### src/rtl/iqpi_pkg.sv
// Package: shared constants for the I/Q PI regulator.
// Assumes: two channels, I at index 0 and Q at index 1.
package iqpi_pkg;
    localparam int unsigned DEF_DATA_W    = 16;
    localparam int unsigned DEF_GAIN_W    = 16;
    localparam int unsigned DEF_GAIN_FRAC = 12;
    localparam int unsigned NUM_CH        = 2;

    typedef enum int unsigned {
        CH_I = 0,
        CH_Q = 1
    } iq_ch_e;
endpackage

### src/rtl/iqpi_scale.sv
// Module: iqpi_scale
// Multiplies a signed error by an unsigned fixed-point gain and rounds the
// product back to integer units (round half towards plus infinity).
// Assumes: GAIN_FRAC >= 1; purely combinational.
module iqpi_scale #(
    parameter int unsigned ERR_W     = 17,
    parameter int unsigned GAIN_W    = 16,
    parameter int unsigned GAIN_FRAC = 12,
    localparam int unsigned PROD_W   = ERR_W + GAIN_W + 1,
    localparam int unsigned TERM_W   = PROD_W - GAIN_FRAC
) (
    input  logic signed [ERR_W-1:0]  err_i,
    input  logic        [GAIN_W-1:0] gain_i,
    output logic signed [TERM_W-1:0] term_o
);
    localparam logic signed [PROD_W-1:0] HALF_LSB = PROD_W'(1) <<< (GAIN_FRAC - 1);

    logic signed [PROD_W-1:0] err_x;
    logic signed [PROD_W-1:0] gain_x;
    logic signed [PROD_W-1:0] prod;
    logic signed [PROD_W-1:0] prod_rnd;

    // Extend both operands to the product width, multiply, round and shift.
    always_comb begin
        err_x    = PROD_W'(err_i);
        gain_x   = $signed(PROD_W'({1'b0, gain_i}));
        prod     = err_x * gain_x;
        prod_rnd = (prod + HALF_LSB) >>> GAIN_FRAC;
        term_o   = TERM_W'(prod_rnd);
    end
endmodule

### src/rtl/iqpi_integ.sv
// Module: iqpi_integ
// Integral path of one channel: accumulator with one-sample memory, bounded
// to +/- lim_i after each update and cleared while the loop is off.
// Assumes: inc_i already scaled by the integral gain; lim_i unsigned.
module iqpi_integ #(
    parameter int unsigned DATA_W = 16,
    parameter int unsigned INC_W  = 22,
    localparam int unsigned ACC_W = DATA_W + 1,
    localparam int unsigned SUM_W = INC_W + 2
) (
    input  logic                     clk,
    input  logic                     rst_n,
    input  logic                     loop_en,
    input  logic                     valid_i,
    input  logic signed [INC_W-1:0]  inc_i,
    input  logic        [DATA_W-1:0] lim_i,
    output logic signed [ACC_W-1:0]  acc_next_o
);
    logic signed [ACC_W-1:0] acc_q;
    logic signed [SUM_W-1:0] lim_s;
    logic signed [SUM_W-1:0] raw_sum;
    logic signed [SUM_W-1:0] bounded;

    // Add the increment to the stored value and clamp to the symmetric bound.
    always_comb begin
        lim_s   = $signed(SUM_W'({1'b0, lim_i}));
        raw_sum = SUM_W'(acc_q) + SUM_W'(inc_i);
        if (raw_sum > lim_s) begin
            bounded = lim_s;
        end else if (raw_sum < -lim_s) begin
            bounded = -lim_s;
        end else begin
            bounded = raw_sum;
        end
        acc_next_o = ACC_W'(bounded);
    end

    // Hold the integral between samples; clear it when reset or disabled.
    always_ff @(posedge clk) begin
        if (!rst_n || !loop_en) begin
            acc_q <= '0;
        end else if (valid_i) begin
            acc_q <= acc_next_o;
        end
    end

    AST_ACC_IN_BOUND: assert property (@(posedge clk) disable iff (!rst_n)
        (valid_i && loop_en) |=> (SUM_W'(acc_q) <= $past(lim_s)) && (SUM_W'(acc_q) >= -$past(lim_s)));
    AST_ACC_CLEARED: assert property (@(posedge clk) disable iff (!rst_n)
        !loop_en |=> (acc_q == '0));
    AST_ACC_HOLD: assert property (@(posedge clk) disable iff (!rst_n)
        (loop_en && !valid_i) |=> $stable(acc_q));
endmodule

### src/rtl/iqpi_outstage.sv
// Module: iqpi_outstage
// Sums proportional, integral and feed-forward terms, saturates to the data
// width and registers the result with its saturation flag.
// Assumes: terms are sign-extended integers; output updates only on valid_i.
module iqpi_outstage #(
    parameter int unsigned DATA_W = 16,
    parameter int unsigned TERM_W = 22,
    localparam int unsigned ACC_W = DATA_W + 1,
    localparam int unsigned SUM_W = TERM_W + 2
) (
    input  logic                     clk,
    input  logic                     rst_n,
    input  logic                     valid_i,
    input  logic signed [TERM_W-1:0] prop_i,
    input  logic signed [ACC_W-1:0]  integ_i,
    input  logic signed [DATA_W-1:0] ff_i,
    output logic signed [DATA_W-1:0] drive_o,
    output logic                     sat_o
);
    localparam logic signed [SUM_W-1:0] TOP_V = SUM_W'((64'sd1 <<< (DATA_W - 1)) - 64'sd1);
    localparam logic signed [SUM_W-1:0] BOT_V = ~TOP_V;

    logic signed [SUM_W-1:0] total;
    logic signed [DATA_W-1:0] clipped;
    logic                     over;

    // Form the full-width sum and clip it to the output range.
    always_comb begin
        total = SUM_W'(prop_i) + SUM_W'(integ_i) + SUM_W'(ff_i);
        over  = 1'b1;
        if (total > TOP_V) begin
            clipped = DATA_W'(TOP_V);
        end else if (total < BOT_V) begin
            clipped = DATA_W'(BOT_V);
        end else begin
            clipped = DATA_W'(total);
            over    = 1'b0;
        end
    end

    // Capture the drive on valid samples; the flag lives for one cycle.
    always_ff @(posedge clk) begin
        if (!rst_n) begin
            drive_o <= '0;
            sat_o   <= 1'b0;
        end else begin
            sat_o <= valid_i && over;
            if (valid_i) begin
                drive_o <= clipped;
            end
        end
    end

    AST_SAT_AT_RAIL: assert property (@(posedge clk) disable iff (!rst_n)
        sat_o |-> ((drive_o == DATA_W'(TOP_V)) || (drive_o == DATA_W'(BOT_V))));
    AST_SAT_NEEDS_VALID: assert property (@(posedge clk) disable iff (!rst_n)
        !valid_i |=> !sat_o);
    AST_DRIVE_HOLD: assert property (@(posedge clk) disable iff (!rst_n)
        !valid_i |=> $stable(drive_o));
endmodule

### src/rtl/iqpi_channel.sv
// Module: iqpi_channel
// One complete PI loop for a single quadrature component: error, scaled
// proportional and integral terms, accumulator and output stage.
// Assumes: gains share one fixed-point format; no derivative path.
module iqpi_channel #(
    parameter int unsigned DATA_W    = 16,
    parameter int unsigned GAIN_W    = 16,
    parameter int unsigned GAIN_FRAC = 12,
    localparam int unsigned ERR_W    = DATA_W + 1,
    localparam int unsigned TERM_W   = ERR_W + GAIN_W + 1 - GAIN_FRAC,
    localparam int unsigned ACC_W    = DATA_W + 1
) (
    input  logic                     clk,
    input  logic                     rst_n,
    input  logic                     loop_en,
    input  logic                     valid_i,
    input  logic signed [DATA_W-1:0] meas_i,
    input  logic signed [DATA_W-1:0] setp_i,
    input  logic signed [DATA_W-1:0] ff_i,
    input  logic        [GAIN_W-1:0] kp_i,
    input  logic        [GAIN_W-1:0] ki_i,
    input  logic        [DATA_W-1:0] lim_i,
    output logic signed [DATA_W-1:0] drive_o,
    output logic                     sat_o
);
    logic signed [ERR_W-1:0]  err;
    logic signed [TERM_W-1:0] p_term;
    logic signed [TERM_W-1:0] p_gated;
    logic signed [TERM_W-1:0] i_inc;
    logic signed [ACC_W-1:0]  acc_next;
    logic signed [ACC_W-1:0]  i_gated;

    // Error with one guard bit so full-scale differences do not wrap.
    always_comb begin
        err = ERR_W'(setp_i) - ERR_W'(meas_i);
    end

    iqpi_scale #(
        .ERR_W(ERR_W), .GAIN_W(GAIN_W), .GAIN_FRAC(GAIN_FRAC)
    ) u_prop (
        .err_i(err), .gain_i(kp_i), .term_o(p_term)
    );

    iqpi_scale #(
        .ERR_W(ERR_W), .GAIN_W(GAIN_W), .GAIN_FRAC(GAIN_FRAC)
    ) u_intg_scale (
        .err_i(err), .gain_i(ki_i), .term_o(i_inc)
    );

    iqpi_integ #(
        .DATA_W(DATA_W), .INC_W(TERM_W)
    ) u_integ (
        .clk(clk), .rst_n(rst_n), .loop_en(loop_en), .valid_i(valid_i),
        .inc_i(i_inc), .lim_i(lim_i), .acc_next_o(acc_next)
    );

    // Open-loop operation passes only the feed-forward term.
    always_comb begin
        p_gated = loop_en ? p_term   : '0;
        i_gated = loop_en ? acc_next : '0;
    end

    iqpi_outstage #(
        .DATA_W(DATA_W), .TERM_W(TERM_W)
    ) u_out (
        .clk(clk), .rst_n(rst_n), .valid_i(valid_i),
        .prop_i(p_gated), .integ_i(i_gated), .ff_i(ff_i),
        .drive_o(drive_o), .sat_o(sat_o)
    );
endmodule

### src/rtl/iq_pi_ctrl.sv
// Module: iq_pi_ctrl
// Top level: two independent PI channels (I and Q) sharing gains, bound and
// enable, plus the output valid register. One clock from sample to drive.
// Assumes: in_valid may be asserted on any cycle, including back to back.
module iq_pi_ctrl
    import iqpi_pkg::*;
#(
    parameter int unsigned DATA_W    = DEF_DATA_W,
    parameter int unsigned GAIN_W    = DEF_GAIN_W,
    parameter int unsigned GAIN_FRAC = DEF_GAIN_FRAC
) (
    input  logic                     clk,
    input  logic                     rst_n,
    input  logic                     loop_en,
    input  logic                     in_valid,
    input  logic signed [DATA_W-1:0] meas_i,
    input  logic signed [DATA_W-1:0] meas_q,
    input  logic signed [DATA_W-1:0] setp_i,
    input  logic signed [DATA_W-1:0] setp_q,
    input  logic signed [DATA_W-1:0] ff_i,
    input  logic signed [DATA_W-1:0] ff_q,
    input  logic        [GAIN_W-1:0] kp,
    input  logic        [GAIN_W-1:0] ki,
    input  logic        [DATA_W-1:0] integ_lim,
    output logic                     out_valid,
    output logic signed [DATA_W-1:0] drive_i,
    output logic signed [DATA_W-1:0] drive_q,
    output logic                     sat_i,
    output logic                     sat_q
);
    logic [NUM_CH-1:0][DATA_W-1:0] meas_v;
    logic [NUM_CH-1:0][DATA_W-1:0] setp_v;
    logic [NUM_CH-1:0][DATA_W-1:0] ff_v;
    logic [NUM_CH-1:0][DATA_W-1:0] drive_v;
    logic [NUM_CH-1:0]             sat_v;

    // Gather per-channel inputs into indexed vectors.
    always_comb begin
        meas_v[CH_I] = meas_i;
        meas_v[CH_Q] = meas_q;
        setp_v[CH_I] = setp_i;
        setp_v[CH_Q] = setp_q;
        ff_v[CH_I]   = ff_i;
        ff_v[CH_Q]   = ff_q;
    end

    for (genvar ch = 0; ch < NUM_CH; ch++) begin : g_ch
        logic signed [DATA_W-1:0] drv;
        iqpi_channel #(
            .DATA_W(DATA_W), .GAIN_W(GAIN_W), .GAIN_FRAC(GAIN_FRAC)
        ) u_chan (
            .clk(clk), .rst_n(rst_n), .loop_en(loop_en), .valid_i(in_valid),
            .meas_i($signed(meas_v[ch])), .setp_i($signed(setp_v[ch])),
            .ff_i($signed(ff_v[ch])), .kp_i(kp), .ki_i(ki), .lim_i(integ_lim),
            .drive_o(drv), .sat_o(sat_v[ch])
        );
        assign drive_v[ch] = drv;
    end

    // Spread the channel results onto the named ports.
    always_comb begin
        drive_i = $signed(drive_v[CH_I]);
        drive_q = $signed(drive_v[CH_Q]);
        sat_i   = sat_v[CH_I];
        sat_q   = sat_v[CH_Q];
    end

    // Output valid follows the input valid by one clock.
    always_ff @(posedge clk) begin
        if (!rst_n) begin
            out_valid <= 1'b0;
        end else begin
            out_valid <= in_valid;
        end
    end

    AST_VALID_FOLLOWS: assert property (@(posedge clk) disable iff (!rst_n)
        in_valid |=> out_valid);
    AST_NO_SPURIOUS_VALID: assert property (@(posedge clk) disable iff (!rst_n)
        !in_valid |=> !out_valid);
    AST_FLAGS_WITH_VALID: assert property (@(posedge clk) disable iff (!rst_n)
        (sat_i || sat_q) |-> out_valid);
endmodule

### config.mk
export PLATFORM = sky130hd
export DESIGN_NAME = iq_pi_ctrl
export DESIGN_NICKNAME = d
export VERILOG_FILES = /design/src/rtl/iqpi_pkg.sv /design/src/rtl/iqpi_scale.sv /design/src/rtl/iqpi_integ.sv /design/src/rtl/iqpi_outstage.sv /design/src/rtl/iqpi_channel.sv /design/src/rtl/iq_pi_ctrl.sv
export SDC_FILE = /design/constraint.sdc
export NUM_CORES = 2
export LEC_CHECK = 0
export BUFFER_PORTS_ARGS = -buffer_cell sky130_fd_sc_hd__buf_2
export CAP_MARGIN = 10
export CORE_MARGIN = 2
export CORE_UTILIZATION = 55
export DETAILED_ROUTE_END_ITERATION = 8
export GPL_ROUTABILITY_DRIVEN = 0
export PLACE_DENSITY_LB_ADDON = 0.25
export SETUP_SLACK_MARGIN = 0.05
export SKIP_CTS_REPAIR_TIMING = 1
export SLEW_MARGIN = 20
export SYNTH_ARGS = -nofsm -noshare
export SYNTH_HDL_FRONTEND = slang
export SYNTH_SLANG_ARGS = --single-unit
### constraint.sdc
create_clock -name clk -period 38.3 [get_ports clk]
set_clock_uncertainty 0.05 [all_clocks]
set_input_delay 5.745 -clock clk [delete_from_list [all_inputs] [get_ports clk]]
set_output_delay 5.745 -clock clk [all_outputs]
set_load 0.02 [all_outputs]
==> impl_metrics.csv <==
group,metric,value,unit
synthesis,postSynthCellCount,6697,
timing,tightest_slew,1.15,ns
timing,relSlewSlack,0.223,
drt,drt_wl_total,168,mm
worst_setup_path,critPathArrivalTime,23.78,ns
synthesis,synth_edf_count,0,
drt,drc,0,
global_routing,grt_first_pass_wirelength,272,mm
drt,wl_per_cell,21.0,um
drt,drt_iter0_drc,4128,
place,hpwl,129,mm
clocking,cts_sinks,69,
worst_setup_path,cp.depth,63,
drt,drtPass1Iterations,6,
clocking,cts_buffers,9,
worst_setup_path,r2r-end,"g_ch[0].u_chan.u_out.drive_o[14]$_SDFFE_PN0P_",
clocking,clk_pin_slew_worst_paths,0.06,ns
global_routing,grt.total_usage,0.327,
timing,finalCriticalPeriod,23.53,ns
synthesis,yosysWarnings,0,
floorplan,io_pins,183,
worst_setup_path,cp_top_family,"compound AO/OA/AOI/OAI gates",
outcome,status,"completed",
global_routing,overflow,0,
global_routing,grt_max_degree,100,
worst_setup_path,ff2ff_path_depth,31,
synthesis,synth_top_area_share,0.411,
job,drv_cap,0,
worst_setup_path,cp.required,38.56,ns
floorplan,die_x,325,um
layout,n_fill_cell,9305,
synthesis,synth_cell_type_count,89,
timing,slew_viol_final,0,
timing,fin_tns_setup,0,ns
worst_setup_path,startpoint,"meas_i[1]",
clocking,clk_latency,0.37,ns
timing,max_freq,0.0425,GHz
synthesis,async_flop_share,0,
synthesis,syn_avg_cell_area,8.45,sq um
timing,rsz0062_at_grt,"false",
clocking,clock-root-buffer,"clkbuf_16",
floorplan,die_h,325,um
synthesis,synth_area_leader_cell,"fa_1",
worst_setup_path,path_buf_inv,9,
synthesis,synth_area_leaders,"fa_1 41%, ha_1 13%, inv_1 9.4%",
floorplan,coreArea,0.102,sq mm
timing,finalSetupViolations,0,
synthesis,synth-seq-cells,69,
synthesis,yosysMostFrequentCell,"inv_1",
floorplan,die_area,0.105,sq mm
synthesis,synth.yosys.seq_area_share,0.0244,
min_path,hold_path.class,"flop to flop",
clocking,htreeDepth,3,
layout,utilization,0.579,
clocking,cts_max_path_buffers,2,
worst_setup_path,start_kind,"input port",
synthesis,syn_area,0.0566,sq mm
timing,hold_viol,0,
worst_setup_path,reg2reg_from,"g_ch[0].u_chan.u_integ.acc_q[0]$_SDFFE_PP0P_",
layout,syn2layout_area_growth,4.21,%
global_routing,grt_pass1_vias,48000,
floorplan,rows,117,
timing,period_share,0.614,
worst_setup_path,endpoint,"g_ch[0].u_chan.u_out.drive_o[14]$_SDFFE_PN0P_",
timing,hold_ws,0.434,ns
synthesis,synth_ff_type,"dfxtp_1",
clocking,cts_tree,"built",
min_path,min_from,"g_ch[1].u_chan.u_out.drive_o[15]$_SDFFE_PN0P_",
drt,ant_nets,0,
worst_setup_path,cp_slowest_cell,"nor2_1",
worst_setup_path,r2r_slack,28.31,ns
worst_setup_path,slowest_delay,0.83,ns
place,io_buffers,182,
worst_setup_path,critPathMaxFanout,32,
drt,viasPerCell,5.88,
worst_setup_path,crit_type,"input port to flop",
floorplan,start_util,0.555,
synthesis,syn-num-nets,8596,
worst_setup_path,critPathMostFrequentCell,"fa_1",
worst_setup_path,worst_setup_path_end_kind,"flop",
synthesis,synth_common_cells,"1411 x inv_1, 1162 x fa_1, 619 x nand2_1, 589 x ha_1, 447 x and2_1",
global_routing,antenna_found_initial,17,
layout,drive_above_1_share,0.0563,
drt,vias,47000,
layout,final_nets,8517,
==> worst register-to-register path, delay by kind of cell, from the launching register on <==
family	cells	cell delay (ns)
flip-flops	1	0.36
AND/OR/NAND/NOR	9	2.68
adder cells (fa/ha/maj)	6	2.22
AO/OA/AOI/OAI	13	4.26
buffers and inverters	3	0.34
==> registers in the layout, indices dropped and copies added, names as in the netlist <==
register	flops
out_valid	1
g_ch.u_chan.u_out.drive_o	32
g_ch.u_chan.u_integ.acc_q	34
g_ch.u_chan.u_out.sat_o	2
==> layout by cell type (no fill, tap or decap), drive strengths merged, types with 33 or more instances in the layout <==
cell type and count:
a211oi 36, a21o 58, a21oi 197, a31oi 33, and2 448, and3 69
buf 259, dfxtp 69, fa 1162, ha 589, inv 1414, nand2 619
nand2b 63, nand3 124, nand3b 36, nand4 54, nor2 355, nor2b 51
nor3 88, nor4 60, o211ai 50, o21a 45, o21ai 205, o311ai 56
xnor2 129, xor2 50
==> worst min path at each step <==
stage	endpoint	slack, ns	cells after the start
detailed placement	g_ch[0].u_chan.u_out.drive_o[12]$_SDFFE_PN0P_	0.42	1
global route	g_ch[0].u_chan.u_out.drive_o[7]$_SDFFE_PN0P_	0.45	1
global placement	g_ch[1].u_chan.u_out.drive_o[15]$_SDFFE_PN0P_	0.41	1
floorplan	g_ch[1].u_chan.u_integ.acc_q[8]$_SDFFE_PP0P_	0.40	2
CTS	g_ch[1].u_chan.u_out.drive_o[15]$_SDFFE_PN0P_	0.44	1
finish	g_ch[1].u_chan.u_out.drive_o[15]$_SDFFE_PN0P_	0.43	1
==> routing by layer <==
metal,wire (um),up-vias,GRT usage
met4,7800,22,0.126
met3,18200,441,0.0793
li1,-,20900,-
met5,126,-,0
met1,68200,23300,0.452
met2,73700,2310,0.498
==> cells by family (layout without fill, tap and decap cells) <==
family          after synthesis  in the layout  synth area share
compound gates              871            871             0.104
xor+xnor                    179            179            0.0280
fa+ha+maj                  1751           1751             0.541
buf+inv                    1763           1689             0.118
flops                        69             69            0.0244
mux                          23             23           0.00418
other cells                   0              5                 0
simple gates               2041           2041             0.181
==> final cells by class <==
class | instances | area [sq um] | area share
multi-input combinational | 4865 | 48800 | 0.827
timing repair buffer | 259 | 1490 | 0.0252
antenna | 5 | 12.5 | 0.000212
tap | 1368 | 1710 | 0.0290
inverter | 1414 | 5310 | 0.0900
sequential | 69 | 1380 | 0.0234
clock buffer | 11 | 253 | 0.00429
clock inverter | 5 | 33.8 | 0.000573
==> through the flow <==
stage | instance area, sq um | std cells | worst slack [ns]
2_1_floorplan | 56600 | 6697 | 17.70
3_3_place_gp | 58700 | 7975 | 15.03
3_5_place_dp | 58700 | 7975 | 14.68
4_1_cts | 58900 | 7991 | 15.01
5_1_grt | 59000 | 7992 | 13.52
6_report | 59000 | 7996 | 14.77
Power is not shown: default switching activity piles up to over one toggle a cycle in this logic, so the estimate is an artifact.
